`src/rtl/mhf_pkg.sv`:
```
package mhf_pkg;
  localparam int unsigned MHF_ADDR_W    = 48;
  localparam int unsigned MHF_HASH_W    = 6;
  localparam int unsigned MHF_CTRL_W    = 32;
  localparam int unsigned MHF_EN_BIT    = 8;
  localparam int unsigned MHF_GROUP_BIT = 40;

  typedef enum logic [1:0] {
    MHF_REJECT  = 2'b00,
    MHF_HASHHIT = 2'b01,
    MHF_PROMISC = 2'b10
  } mhf_reason_e;
endpackage

```
`src/rtl/mhf_hash.sv`:
```
module mhf_hash #(
  parameter int unsigned ADDR_W = mhf_pkg::MHF_ADDR_W,
  parameter int unsigned HASH_W = mhf_pkg::MHF_HASH_W
) (
  input  logic [ADDR_W-1:0] addr,
  output logic [HASH_W-1:0] code
);
  localparam int unsigned GRP_W = ADDR_W / HASH_W;

  // group 0 (least significant) lands on the top code bit
  for (genvar g = 0; g < HASH_W; g++) begin : g_fold
    assign code[HASH_W-1-g] = ^addr[g*GRP_W +: GRP_W];
  end
endmodule

```
`src/rtl/mhf_table.sv`:
```
module mhf_table #(
  parameter int unsigned HASH_W = mhf_pkg::MHF_HASH_W,
  parameter int unsigned CTRL_W = mhf_pkg::MHF_CTRL_W,
  parameter int unsigned EN_BIT = mhf_pkg::MHF_EN_BIT
) (
  input  logic              clk,
  input  logic              rst,
  input  logic              we,
  input  logic [CTRL_W-1:0] wdata,
  input  logic [HASH_W-1:0] rd_idx,
  output logic              rd_bit
);
  localparam int unsigned DEPTH = 1 << HASH_W;

  logic [DEPTH-1:0]  bits_q;
  logic [HASH_W-1:0] wr_idx;
  logic              wr_val;

  assign wr_idx = wdata[HASH_W-1:0];
  assign wr_val = wdata[EN_BIT];

  always_ff @(posedge clk) begin
    if (rst) begin
      bits_q <= '0;
    end else if (we) begin
      bits_q[wr_idx] <= wr_val;
    end
  end

  // read of the pre-write contents
  assign rd_bit = bits_q[rd_idx];

  AST_HOLD_WITHOUT_WRITE: assert property (@(posedge clk) disable iff (rst)
    !we |=> $stable(bits_q));
  AST_ONE_ENTRY_PER_WRITE: assert property (@(posedge clk) disable iff (rst)
    we |=> $countones(bits_q ^ $past(bits_q)) <= 1);
endmodule

```
`src/rtl/mcast_hash_filter.sv`:
```
module mcast_hash_filter #(
  parameter int unsigned ADDR_W    = mhf_pkg::MHF_ADDR_W,
  parameter int unsigned HASH_W    = mhf_pkg::MHF_HASH_W,
  parameter int unsigned CTRL_W    = mhf_pkg::MHF_CTRL_W,
  parameter int unsigned EN_BIT    = mhf_pkg::MHF_EN_BIT,
  parameter int unsigned GROUP_BIT = mhf_pkg::MHF_GROUP_BIT
) (
  input  logic              clk,
  input  logic              rst,
  input  logic              cfg_we,
  input  logic [CTRL_W-1:0] cfg_wdata,
  input  logic              promisc_en,
  input  logic              da_valid,
  input  logic [ADDR_W-1:0] da,
  output logic              res_valid,
  output logic              res_accept
);
  import mhf_pkg::*;

  logic [HASH_W-1:0] code;
  logic              entry;
  mhf_reason_e       reason;

  mhf_hash #(.ADDR_W(ADDR_W), .HASH_W(HASH_W)) u_hash (
    .addr (da),
    .code (code)
  );

  mhf_table #(.HASH_W(HASH_W), .CTRL_W(CTRL_W), .EN_BIT(EN_BIT)) u_table (
    .clk    (clk),
    .rst    (rst),
    .we     (cfg_we),
    .wdata  (cfg_wdata),
    .rd_idx (code),
    .rd_bit (entry)
  );

  always_comb begin
    if (promisc_en)                 reason = MHF_PROMISC;
    else if (da[GROUP_BIT] && entry) reason = MHF_HASHHIT;
    else                            reason = MHF_REJECT;
  end

  always_ff @(posedge clk) begin
    if (rst) begin
      res_valid  <= 1'b0;
      res_accept <= 1'b0;
    end else begin
      res_valid  <= da_valid;
      res_accept <= da_valid && (reason != MHF_REJECT);
    end
  end

  AST_RESULT_FOLLOWS: assert property (@(posedge clk) disable iff (rst)
    da_valid |=> res_valid);
  AST_NO_STRAY_RESULT: assert property (@(posedge clk) disable iff (rst)
    !da_valid |=> !res_valid && !res_accept);
  AST_PROMISC_PASS: assert property (@(posedge clk) disable iff (rst)
    da_valid && promisc_en |=> res_accept);
  AST_UNICAST_BLOCK: assert property (@(posedge clk) disable iff (rst)
    da_valid && !promisc_en && !da[GROUP_BIT] |=> !res_accept);
endmodule

```
`config.mk`:
```
export PLATFORM = sky130hd
export DESIGN_NAME = mcast_hash_filter
export DESIGN_NICKNAME = d
export VERILOG_FILES = /design/src/rtl/mhf_pkg.sv /design/src/rtl/mhf_hash.sv /design/src/rtl/mhf_table.sv /design/src/rtl/mcast_hash_filter.sv
export SDC_FILE = /design/constraint.sdc
export NUM_CORES = 1
export LEC_CHECK = 0
export BUFFER_PORTS_ARGS = -buffer_cell sky130_fd_sc_hd__buf_4
export CAP_MARGIN = 40
export CORE_ASPECT_RATIO = 1.25
export CORE_MARGIN = 3
export CORE_UTILIZATION = 50
export DETAILED_ROUTE_END_ITERATION = 16
export GPL_ROUTABILITY_DRIVEN = 0
export PLACE_DENSITY = 0.85
export SLEW_MARGIN = 25
export SYNTH_ARGS = -nofsm -noshare
export SYNTH_HDL_FRONTEND = slang
export SYNTH_HIERARCHICAL = 1
export SYNTH_SLANG_ARGS = --single-unit
```
`constraint.sdc`:
```
create_clock -name clk -period 4.88 [get_ports clk]
set_input_delay 0.732 -clock clk [delete_from_list [all_inputs] [get_ports clk]]
set_output_delay 0.732 -clock clk [all_outputs]
set_load 0.05 [all_outputs]
```
==> impl_results.md, run 1 <==
* Status: complete, no violations
* Core outline area at between 7000 and 8000 um^2
* Filler cell count at about 630
* DP HPWL at around 6100 um
* Skew final at between 8 and 9 ps
* Die Width at ~84 um
* Post-synth top area share at approximately 35%
* Initial core utilization at around half
* Placed instance area at 4250 um^2
* Hold-critical path depth at 2
* Buf/Inv on CP at 2
* Predominant post-synthesis flop cell: dfxtp_1
* NumNets Final at ~570
* RSZ-0062 raised after global routing: no
* FMAX at between 300 and 400 MHz
* Delay-heaviest family, CP: XOR/XNOR gates
* Tightest Hold Check Type: flop to flop
* Critical-path top delay cell: xnor2_2
* Reg-to-Reg Start: u_table/bits_q[46]$_SDFFE_PP0P_
* Worst hold slack at about 460 ps
* Ports at 87
* First-pass GRT wire length at about 16,000 um
* Hold Fails Final Rpt at 0
* Finished Cell Area at around 4500 um^2
* Arrival time worst endpoint at 3350 ps
* Worst EP required at 5120 ps
* IO buf count at a little over 60
* Iter 0 DRT Violations at 362
* Vias at approximately 3,400
* Pre-CTS WS at 1410 ps
* Sequential area share after synthesis at approximately a third
* Total power at roughly 1500 uW
* Yosys top cell by area: dfxtp_1
* Worst Setup Start Kind: input port
* Average wire per standard cell at roughly 16 um
* Crit path top cell by count: buf_4
* Static Leak at 0.00179 uW
* Crit end category: flop
* Share of cells above drive strength 1 at 21.0%
* Setup WS post-layout at roughly 1800 ps
* Number of global-route vias before repair at roughly 3,400
* Vias per cell at around 5.8
* Final ANT Viol Nets at 0
* Largest stage delay on the critical path at ~550 ps
* Root Driver: clkbuf_8
* Clk buf depth at 2
* Fin crit period at roughly 3100 ps
* Final cycle utilization of the critical path at between 60% and 70%
* Later-pin clock latency in the skew report at 350 ps
* Max_cap viols at 0
* Resized Gates After CTS at 0
* Routed WL at around 9500 um
* Clk slew on worst S/H paths at about 70 ps
* VDD IR-drop max at around 0.18 mV
* Mean Syn Cell Area at 8.58 um^2
* CTS Sinks at 66
* Crit path cell chain: buf_4 > xor2_1 > xnor2_1 > xnor2_2 > buf_4 > mux4_2 > nor2b_4 > a2111oi_2 > o22ai_1 > and3_1 > a21oi_1 > nor2b_1
* #FFs+latches synth at 66
* Setup TNS at 0 ps
* Syn_nets at about 530
* Synth Cell Area at 3830 um^2
* Post-Syn Instances at roughly 450
* Pwr/cell area at 324 nW/um^2
* Synth async-reset ratio at 0%
* Worst hold endpoint: u_table/bits_q[20]$_SDFFE_PP0P_
* Setup violations, final at 0
* Crit path max fanout at 10
* Worst-margin pin slew at 676 ps
* GR Util All Layers at between 20% and 30%
* Die area at approximately 8700 um^2
* Pins Over Slew Limit at 0
* Pre-antenna DRT Iters at 6
* Largest net degree at the start of global routing at 66
* R2R cell count at 7
* Area growth syn-to-layout at 17.4%
* Rows at 35
* Initial antenna violation count at 0
* Relative slew slack at 54.9%
* Grt ovf at 0
* Hold Crit Start: u_table/bits_q[20]$_SDFFE_PP0P_
* Drc violations at 0
* R2r endpoint: res_accept$_SDFF_PP0_
* Library cells used by synthesis at 39
* CTS tree: built
* CTS Buf Count at 9
* Reg2reg setup slack at 3030 ps
* Die Ht at about 100 um
* Warnings from Yosys at 6
* Post-synth EDFFs at 0
* Hold buffers post-CTS at 0
* Synth area leaders: dfxtp_1, mux2i_1, xnor2_1
* H-tree Lvls at 3
* Crit path kind: input port to flop
* Post-CTS Setup Bufs at 0
* N_diodes at 0
## registers in the layout (all words and copies together), names as in the netlist
register        count
u_table/bits_q     64
res_accept          1
res_valid           1
## metal layers
| metal | global-route usage (%) | up-vias | part of all wire [%] |
|---|---|---|---|
| met3 | 4.38 | 38 | 7.5 |
| met5 | 0 | - | 0 |
| li1 | - | 1606 | - |
| met2 | 37.1 | 146 | 51 |
| met1 | 25.2 | 1617 | 38 |
| met4 | 12.2 | 0 | 3.8 |
## layout by cell type, fill, tap and decap left out, types with 2 or more instances in the layout
cell type,n
nor2b_1,5
nand4_1,10
mux4_2,10
mux2i_1,32
clkbuf_2,2
mux4_1,5
buf_4,65
nand2_1,66
bufinv_16,2
xnor2_2,2
nor2b_4,2
a21oi_1,37
nor2_1,53
o21ai_0,24
xor2_1,6
nand2b_1,2
nand3b_1,2
nand3_1,16
mux2_2,2
inv_1,3
and2_1,5
xnor2_1,34
dfxtp_1,66
clkbuf_8,10
clkinv_4,2
nand4b_1,6
nor3b_1,4
and3_1,3
nor3_1,2
## per-stage QoR
step,utilization [%],instances
final,60.7,583
after global routing,60.7,583
after CTS,60.5,580
after detailed placement,57.4,564
after global placement,57.4,564
after floorplan,-,446
## cell type report
type	instances	area, um^2	share of cell area [%]
Timing Repair Buffer	68	505	11.3
Tap cell	92	115	2.56
Clock buffer	10	138	3.06
Inverter	3	11.3	0.251
Sequential cell	66	1320	29.4
Multi-Input combinational cell	338	2310	51.5
Clock inverter	6	90.1	2.01
## synthesized netlist by cell type (2+ instances only)
library cell / n
o21ai_0: 24
a21oi_1: 37
nor3_1: 2
and2_1: 5
and3_1: 3
nand3b_1: 2
xnor2_1: 36
inv_1: 3
mux2_2: 2
nand3_1: 16
nand4_1: 10
nor2_1: 53
mux4_2: 10
xor2_1: 6
nor2b_1: 5
mux4_1: 5
nand2b_1: 2
buf_6: 2
nor3b_1: 4
clkbuf_1: 32
dfxtp_1: 66
nand2_1: 66
clkbuf_8: 2
nand4b_1: 6
nor2b_4: 2
mux2i_1: 32
## logic make-up after synthesis
kind of cell | synth area share [%]
AO/OA/AOI/OAI | 9.87
XOR/XNOR | 9.61
buffers and inverters | 5.49
flip-flops | 34.5
multiplexers | 18.3
AND/OR/NAND/NOR | 22.3
## worst reg2reg max path: stages (launching register included)
cell and delay, ps:
dfxtp_1 320, mux4_2 450, nor2b_1 170, a2111oi_4 320
o22ai_1 110, and3_1 190, a21oi_1 120, nor2b_1 50
## report_power, final
| group | switching [uW] | total (uW) | leakage, uW | internal (uW) |
|---|---|---|---|---|
| Sequential | 1.33 | 543 | 0.000532 | 542 |
| Combinational | 223 | 397 | 0.00115 | 174 |
| Clock | 213 | 516 | 0.000112 | 302 |
## worst max path at each step
stage / start / endpoint / slack, ps / cells after the start
floorplan: da[47] / res_accept$_SDFF_PP0_ / 2040 / 11
global placement: da[39] / res_accept$_SDFF_PP0_ / 1440 / 12
detailed placement: da[39] / res_accept$_SDFF_PP0_ / 1410 / 12
CTS: da[39] / res_accept$_SDFF_PP0_ / 1740 / 12
global route: da[39] / res_accept$_SDFF_PP0_ / 1590 / 12
finish: da[39] / res_accept$_SDFF_PP0_ / 1760 / 12
No activity file was read; power rests on OpenSTA's default activity.
==> run 2: changes to the inputs <==
Settings changed: ABC_AREA set to 1, PLACE_DENSITY 0.85 to 0.86.
Clock period 4.88 ns to 2.5 ns, I/O delays scaled along.
==> impl_results.md, run 2 <==
* Die Width at 89.7 um (+6.5%)
* Static Leak at 0.00248 uW (+39%)
* Synth Cell Area at 4380 um^2 (+14%)
* VDD IR-drop max at 0.238 mV (+36%)
* Mean Syn Cell Area at 5.78 um^2 (-33%)
* Filler cell count at 772 (+23%)
* Most frequent cell after synthesis: nand2_1
* Met3 Usage GRT at 4.68% (+0.31 points)
* Vias per cell at 5.47 (-6.4%)
* Final cycle utilization of the critical path at 69.8%
* Core outline area at 8380 um^2 (+13%)
* Placed instance area at 4950 um^2 (+17%)
* Die Ht at 111 um (+6.6%)
* Vias at 5,088 (+49%)
* Crit path cell chain: buf_4 > inv_1 > nand2_1 > nand2_1 > nand2_1 > nand2_1 > nand2_1 > nand2_1 > inv_1 > buf_12 > nand2_1 > nand3_1 > nand3_1 > nand2_1 > nand2_1 > nand3_1 > nand3_1 > nand2_1 > nand2_1 > a21oi_2
* Post-synth top area share at 30.1% (-4.4 points)
* Yosys top cell by area: dfxtp_1
* Predominant post-synthesis flop cell: dfxtp_1
* IO buf count at 61 (unchanged)
* Pins Over Slew Limit at 0 (unchanged)
* Clk buf depth at 2 (unchanged)
* Pre-CTS WS at 409 ps (-999 ps)
* Worst EP required at 2740 ps (-2380 ps)
* Syn_nets at 843 (+59%)
* Initial core utilization at 52.3% (+0.57 points)
* Synth async-reset ratio at 0% (unchanged)
* Hold buffers post-CTS at 0 (unchanged)
* Buf/Inv on CP at 4 (+2)
* Crit path max fanout at 32 (+22)
* Warnings from Yosys at 6 (unchanged)
* Synth top cells by count: nand2_1, nand3_1, inv_1, dfxtp_1, a21oi_1
* Setup TNS at 0 ps (unchanged)
* Share of cells above drive strength 1 at 13.3% (-7.7 points)
* Relative slew slack at 45.6% (-9.3 points)
* Synth area leaders: dfxtp_1, nand2_1, nand3_1
* Largest net degree at the start of global routing at 66 (unchanged)
* Resized Gates After CTS at 0 (unchanged)
* Ports at 87 (unchanged)
* Post-synth EDFFs at 0 (unchanged)
* Met1 Use GR at 26.4% (+1.2 points)
* Finished Cell Area at 5160 um^2 (+15%)
* Average wire per standard cell at 12.6 um (-22%)
* Status: complete, no violations
* Most frequent cells in the layout: nand2_1, nand3_1, inv_1
* Later-pin clock latency in the skew report at 340 ps (about the same)
* Crit path kind: input port to flop
* Hold-critical path depth at 3 (+1)
* Drc violations at 0 (unchanged)
* GR Util All Layers at 23.6% (+1.8 points)
* Reg-to-Reg Start: u_table/bits_q[43]$_SDFFE_PP0P_
* Number of global-route vias before repair at 4,837 (+43%)
* Crit end category: flop
* Max_cap viols at 0 (unchanged)
* Reg2reg setup slack at 1290 ps (-1740 ps)
* Initial antenna violation count at 0 (unchanged)
* Tightest Hold Check Type: input port to flop
* Setup violations, final at 0 (unchanged)
* Clk slew on worst S/H paths at 60 ps (about the same)
* Rows at 37 (+5.7%)
* Critical-path top delay cell: buf_12
* Biggest registers after layout: u_table/bits_q: 64 flops, res_accept: 1 flops, res_valid: 1 flops
* DP HPWL at 8310 um (+36%)
* GR peak layer: met2
* Final ANT Viol Nets at 0 (unchanged)
* Root Driver: clkbuf_8
* Post-Syn Instances at 758 (+70%)
* R2R cell count at 10 (+3)
* Worst hold endpoint: res_valid$_SDFF_PP0_
* Grt ovf at 0 (unchanged)
* RSZ-0062 raised after global routing: no
* Setup WS post-layout at 755 ps (-1010 ps)
* Pwr/cell area at 502 nW/um^2 (+55%)
* FMAX at around 570 MHz
* Library cells used by synthesis at 19 (-51%)
* First-pass GRT wire length at 20,000 um (+29%)
* Commonest non-fill, non-tap cell in the layout: nand2_1
* NumNets Final at 894 (+57%)
* Reg with most FFs: u_table/bits_q
* Largest stage delay on the critical path at 180 ps (-370 ps)
* Worst Setup Start Kind: input port
* Arrival time worst endpoint at 1990 ps (-1360 ps)
* Iter 0 DRT Violations at 465 (+28%)
* Final Core Density at 61.5% (+0.84 points)
* Hold Crit Start: da_valid
* CTS Sinks at 66 (unchanged)
* R2r endpoint: res_accept$_SDFF_PP0_
* Crit path top cell by count: nand2_1
* CTS Buf Count at 9 (unchanged)
* CTS tree: built
* Die area at 9930 um^2 (+14%)
* Area growth syn-to-layout at 17.7%
* Pre-antenna DRT Iters at 7 (+1)
* Post-CTS Setup Bufs at 0 (unchanged)
* Routed WL at 11,800 um (+24%)
* Delay-heaviest family, CP: simple AND/OR/NAND/NOR gates
* Skew final at 2.24 ps (-6.64 ps)
* N_diodes at 0 (unchanged)
* #FFs+latches synth at 66 (unchanged)
* Worst-margin pin slew at 815 ps (+139 ps)
* Fin crit period at between 1500 and 2000 ps
* GR Util met2 at 42.0% (+4.9 points)
* Max reg flops at 64 (unchanged)
* Hold Fails Final Rpt at 0 (unchanged)
* Sequential area share after synthesis at 30.1% (-4.4 points)
* H-tree Lvls at 3 (unchanged)
run 2: changes by cell type in the layout (fill, tap and decap cells not counted), moves of 10 or more:
cell	delta
xnor2_1	-34
mux4_2	-10
nand3_1	+79
nor2_1	-48
a311oi_1	+23
inv_1	+75
mux2i_1	-32
nand2_1	+264
a21oi_1	+27
nand4_1	-10
run 2: tightest hold or removal path, delay by kind of cell:
kind / cells / cell delay, ps
and+or+nand+nor: 1 / 50
buffers and inverters: 2 / 120
run 2: cell families (layout without fill, tap and decap cells):
group,after synthesis,after routing,share of synthesized area [%]
flip-flops,66,66,30.1
AO/OA/AOI/OAI,122,122,16.1
buffers and inverters,122,177,11.2
AND/OR/NAND/NOR,448,448,42.6
run 2: worst max-delay path by stage:
| stage | start | to | slack (ps) | cells past startpoint |
|---|---|---|---|---|
| after floorplan | da[44] | res_accept$_SDFF_PP0_ | 660 | 19 |
| after global placement | da[40] | res_accept$_SDFF_PP0_ | 470 | 20 |
| after detailed placement | da[46] | res_accept$_SDFF_PP0_ | 410 | 20 |
| after CTS | da[46] | res_accept$_SDFF_PP0_ | 780 | 20 |
| after global routing | da[40] | res_accept$_SDFF_PP0_ | 550 | 20 |
| final | da[46] | res_accept$_SDFF_PP0_ | 750 | 20 |
run 2: metal layers:
metal / up-vias / share of wire, %
met2: 230 / 49
met3: 40 / 7.7
met4: 0 / 3.0
li1: 2547 / -
met5: - / 0
met1: 2271 / 40
run 2: metrics by stage:
| step | power (uW) | cells | hold WS, ps |
|---|---|---|---|
| 2_1_floorplan | 1460 | 758 | 439 |
| 3_3_place_gp | 1650 | 915 | 448 |
| 3_5_place_dp | 1670 | 915 | 455 |
| 4_1_cts | 2590 | 930 | 229 |
| 5_1_grt | 2720 | 930 | 251 |
| 6_report | 2590 | 930 | 242 |
run 2: area by class of cell:
type / count / area [um^2] / area share (%)
multi-input cells: 570 / 2570 / 49.9
flip-flops and latches: 66 / 1320 / 25.6
repair buffers: 75 / 588 / 11.4
inverters: 87 / 327 / 6.33
clock buffers: 13 / 169 / 3.28
well taps: 117 / 146 / 2.84
clock inverters: 2 / 35.0 / 0.679
run 2: where the power goes:
| part | switching (uW) | leakage (uW) | internal, uW |
|---|---|---|---|
| clock | 390 | 0.000106 | 536 |
| sequential | 3.49 | 0.000532 | 1060 |
| combinational | 390 | 0.00185 | 211 |
| total | 784 | 0.00248 | 1810 |
==> run 3: changes to the inputs <==
Clock period 2.5 ns to 1.55 ns, I/O delays scaled along.
==> impl_results.md, run 3 (same netlist as run 2, synthesis figures left out) <==
* Reg with most FFs: u_table/bits_q
* Vias at 5,262 (+3.4%)
* NumNets Final at 915 (+2.3%)
* Die area at 9930 um^2 (unchanged)
* Initial core utilization at 52.3% (unchanged)
* Reg-to-Reg Start: u_table/bits_q[54]$_SDFFE_PP0P_
* Clk network pwr share at 36.7% (+0.9 points)
* Drc violations at 0 (unchanged)
* Tightest Hold Check Type: input port to flop
* Flop pwr share at 38.8% (-2.2 points)
* Switch share at 30.2% (about the same)
* Pre-CTS WS at -350 ps (-758 ps)
* Worst-margin pin slew at 385 ps (-430 ps)
* Number of global-route vias before repair at 4,775 (-1.3%)
* Setup violations, final at 0 (unchanged)
* N_diodes at 0 (unchanged)
* Multi-input combinational cell area at 2600 um^2 (+1.1%)
* Max_cap viols at 0 (unchanged)
* Worst hold slack at 116 ps (-126 ps)
* Relative slew slack at 74.3% (+29 points)
* Filler cell count at 734 (-4.9%)
* CTS Sinks at 66 (unchanged)
* CP startpoint: da[45]
* Root Driver: clkbuf_8
* Status: complete, no violations
* First-pass GRT wire length at 21,200 um (+5.9%)
* R2R cell count at 10 (unchanged)
* Die Ht at 111 um (unchanged)
* Average wire per standard cell at 13.4 um (+6.3%)
* Later-pin clock latency in the skew report at 350 ps (about the same)
* Iter 0 DRT Violations at 605 (+30%)
* Register area at 1320 um^2 (unchanged)
* Pre-antenna DRT Iters at 6 (-1)
* CTS tree: built
* Pins Over Slew Limit at 0 (unchanged)
* IO buf count at 61 (unchanged)
* Fin crit period at 1520 ps
* DP HPWL at 9320 um (+12%)
* FMAX at 658 MHz
* Initial antenna violation count at 0 (unchanged)
* Clk buf depth at 2 (unchanged)
* Arrival time worst endpoint at 1760 ps (-230 ps)
* Area growth syn-to-layout at 23.7%
* Psw at 1340 uW (+70%)
* Routed WL at 12,800 um (+8.8%)
* Cell internal pwr at 3080 uW (+71%)
* Combinational Power Share at 24.5% (+1.3 points)
* VDD IR-drop max at 0.420 mV (+77%)
* Max reg flops at 64 (unchanged)
* Hold buffers post-CTS at 0 (unchanged)
* CTS Buf Count at 9 (unchanged)
* Setup crit end: res_accept$_SDFF_PP0_
* Crit path kind: input port to flop
* Post-CTS Setup Bufs at 0 (unchanged)
* Hold Fails Final Rpt at 0 (unchanged)
* Biggest registers after layout: u_table/bits_q: 64 flops, res_accept: 1 flops, res_valid: 1 flops
* Largest net degree at the start of global routing at 27 (-59%)
* Pwr/cell area at 815 nW/um^2 (+62%)
* Grt ovf at 0 (unchanged)
* Commonest non-fill, non-tap cell in the layout: nand2_1
* H-tree Lvls at 3 (unchanged)
* Final cycle utilization of the critical path at between 90 and 100%
* GR Util All Layers at 25.5% (+1.9 points)
* Static Leak at 0.00261 uW (+5.2%)
* Ports at 87 (unchanged)
* Core outline area at 8380 um^2 (unchanged)
* Skew final at 9.64 ps (+7.40 ps)
* Setup WS post-layout at 29.4 ps (-725 ps)
* Reg2reg setup slack at 390 ps (-900 ps)
* Rows at 37 (unchanged)
* Vias per cell at 5.53 (+1.0%)
* Crit path max fanout at 20 (-38%)
* Placed Cells at 935 (+2.2%)
* R2r endpoint: res_accept$_SDFF_PP0_
* Final ANT Viol Nets at 0 (unchanged)
* RSZ-0062 raised after global routing: yes
* Cell Count, Final, Fillers Out at 952 (+2.4%)
* Most frequent cells in the layout: nand2_1, nand3_1, buf_4
* Worst EP required at 1790 ps (-950 ps)
* Die Width at 89.7 um (unchanged)
* Clk slew on worst S/H paths at 80 ps (+20 ps)
* Crit end category: flop
* Share of cells above drive strength 1 at 17.5% (+4.2 points)
* Worst Setup Start Kind: input port
## run 3: critical path, cell delays in order
cell	delay [ps]
buf_4	120
inv_1	60
nand2_1	50
nand2_1	70
nand2_1	60
nand2_1	90
nand2_2	80
nand2_4	130
inv_4	60
buf_12	150
nand2_1	70
nand3_1	70
nand3_1	100
nand2_1	60
nand2_1	60
nand3_1	60
nand3_1	80
nand2_1	50
nand2_1	70
a21oi_2	50
## run 3: power groups by stage
stage	combinational [uW]	sequential (uW)	clock [uW]
6_report	1080	1710	1620
5_1_grt	1190	1710	1710
4_1_cts	1050	1710	1640
3_5_place_dp	1010	1750	0
3_3_place_gp	983	1750	0
2_1_floorplan	636	1760	0
## run 3: area by class of cell
type	instances	share of cell area (%)
inverter	87	6.07
timing repair buffer	96	14.9
tap	117	2.70
clock inverter	5	1.43
multi-input combinational	570	47.9
sequential	66	24.4
clock buffer	11	2.61
## run 3: stage by stage
step                      cell area (um^2)  setup TNS (ps)  util, %  power [uW]
after floorplan                       4450               0        -        2400
after global placement                5140            -292     61.4        2730
after detailed placement              5140            -350     61.4        2770
after CTS                             5400               0     64.4        4400
after global routing                  5420           -89.1     64.7        4620
final                                 5420               0     64.7        4420
## run 3: worst min-delay path by stage
stage                                    start                         endpoint  slack, ps  cells after the start
6_report                              da_valid             res_valid$_SDFF_PP0_        120                      3
3_5_place_dp   u_table/bits_q[24]$_SDFFE_PP0P_  u_table/bits_q[24]$_SDFFE_PP0P_        450                      2
4_1_cts                               da_valid             res_valid$_SDFF_PP0_        100                      3
3_3_place_gp   u_table/bits_q[28]$_SDFFE_PP0P_  u_table/bits_q[28]$_SDFFE_PP0P_        450                      2
5_1_grt                               da_valid             res_valid$_SDFF_PP0_        120                      3
2_1_floorplan                         da_valid             res_valid$_SDFF_PP0_        340                      2
## run 3: repair_timing
action,4_1_cts,5_1_grt
pin swaps,1,4
endpoints found under the setup margin,1,1
gates resized for setup,3,14
gates cloned,1,0
## run 3: metal layers
metal	up-vias	part of all wire [%]	global-route usage, %
li1	2597	-	-
met1	2352	38	29.2
met2	262	51	45.2
met3	51	7.6	4.34
met4	0	4.1	13.3
met5	-	0	0
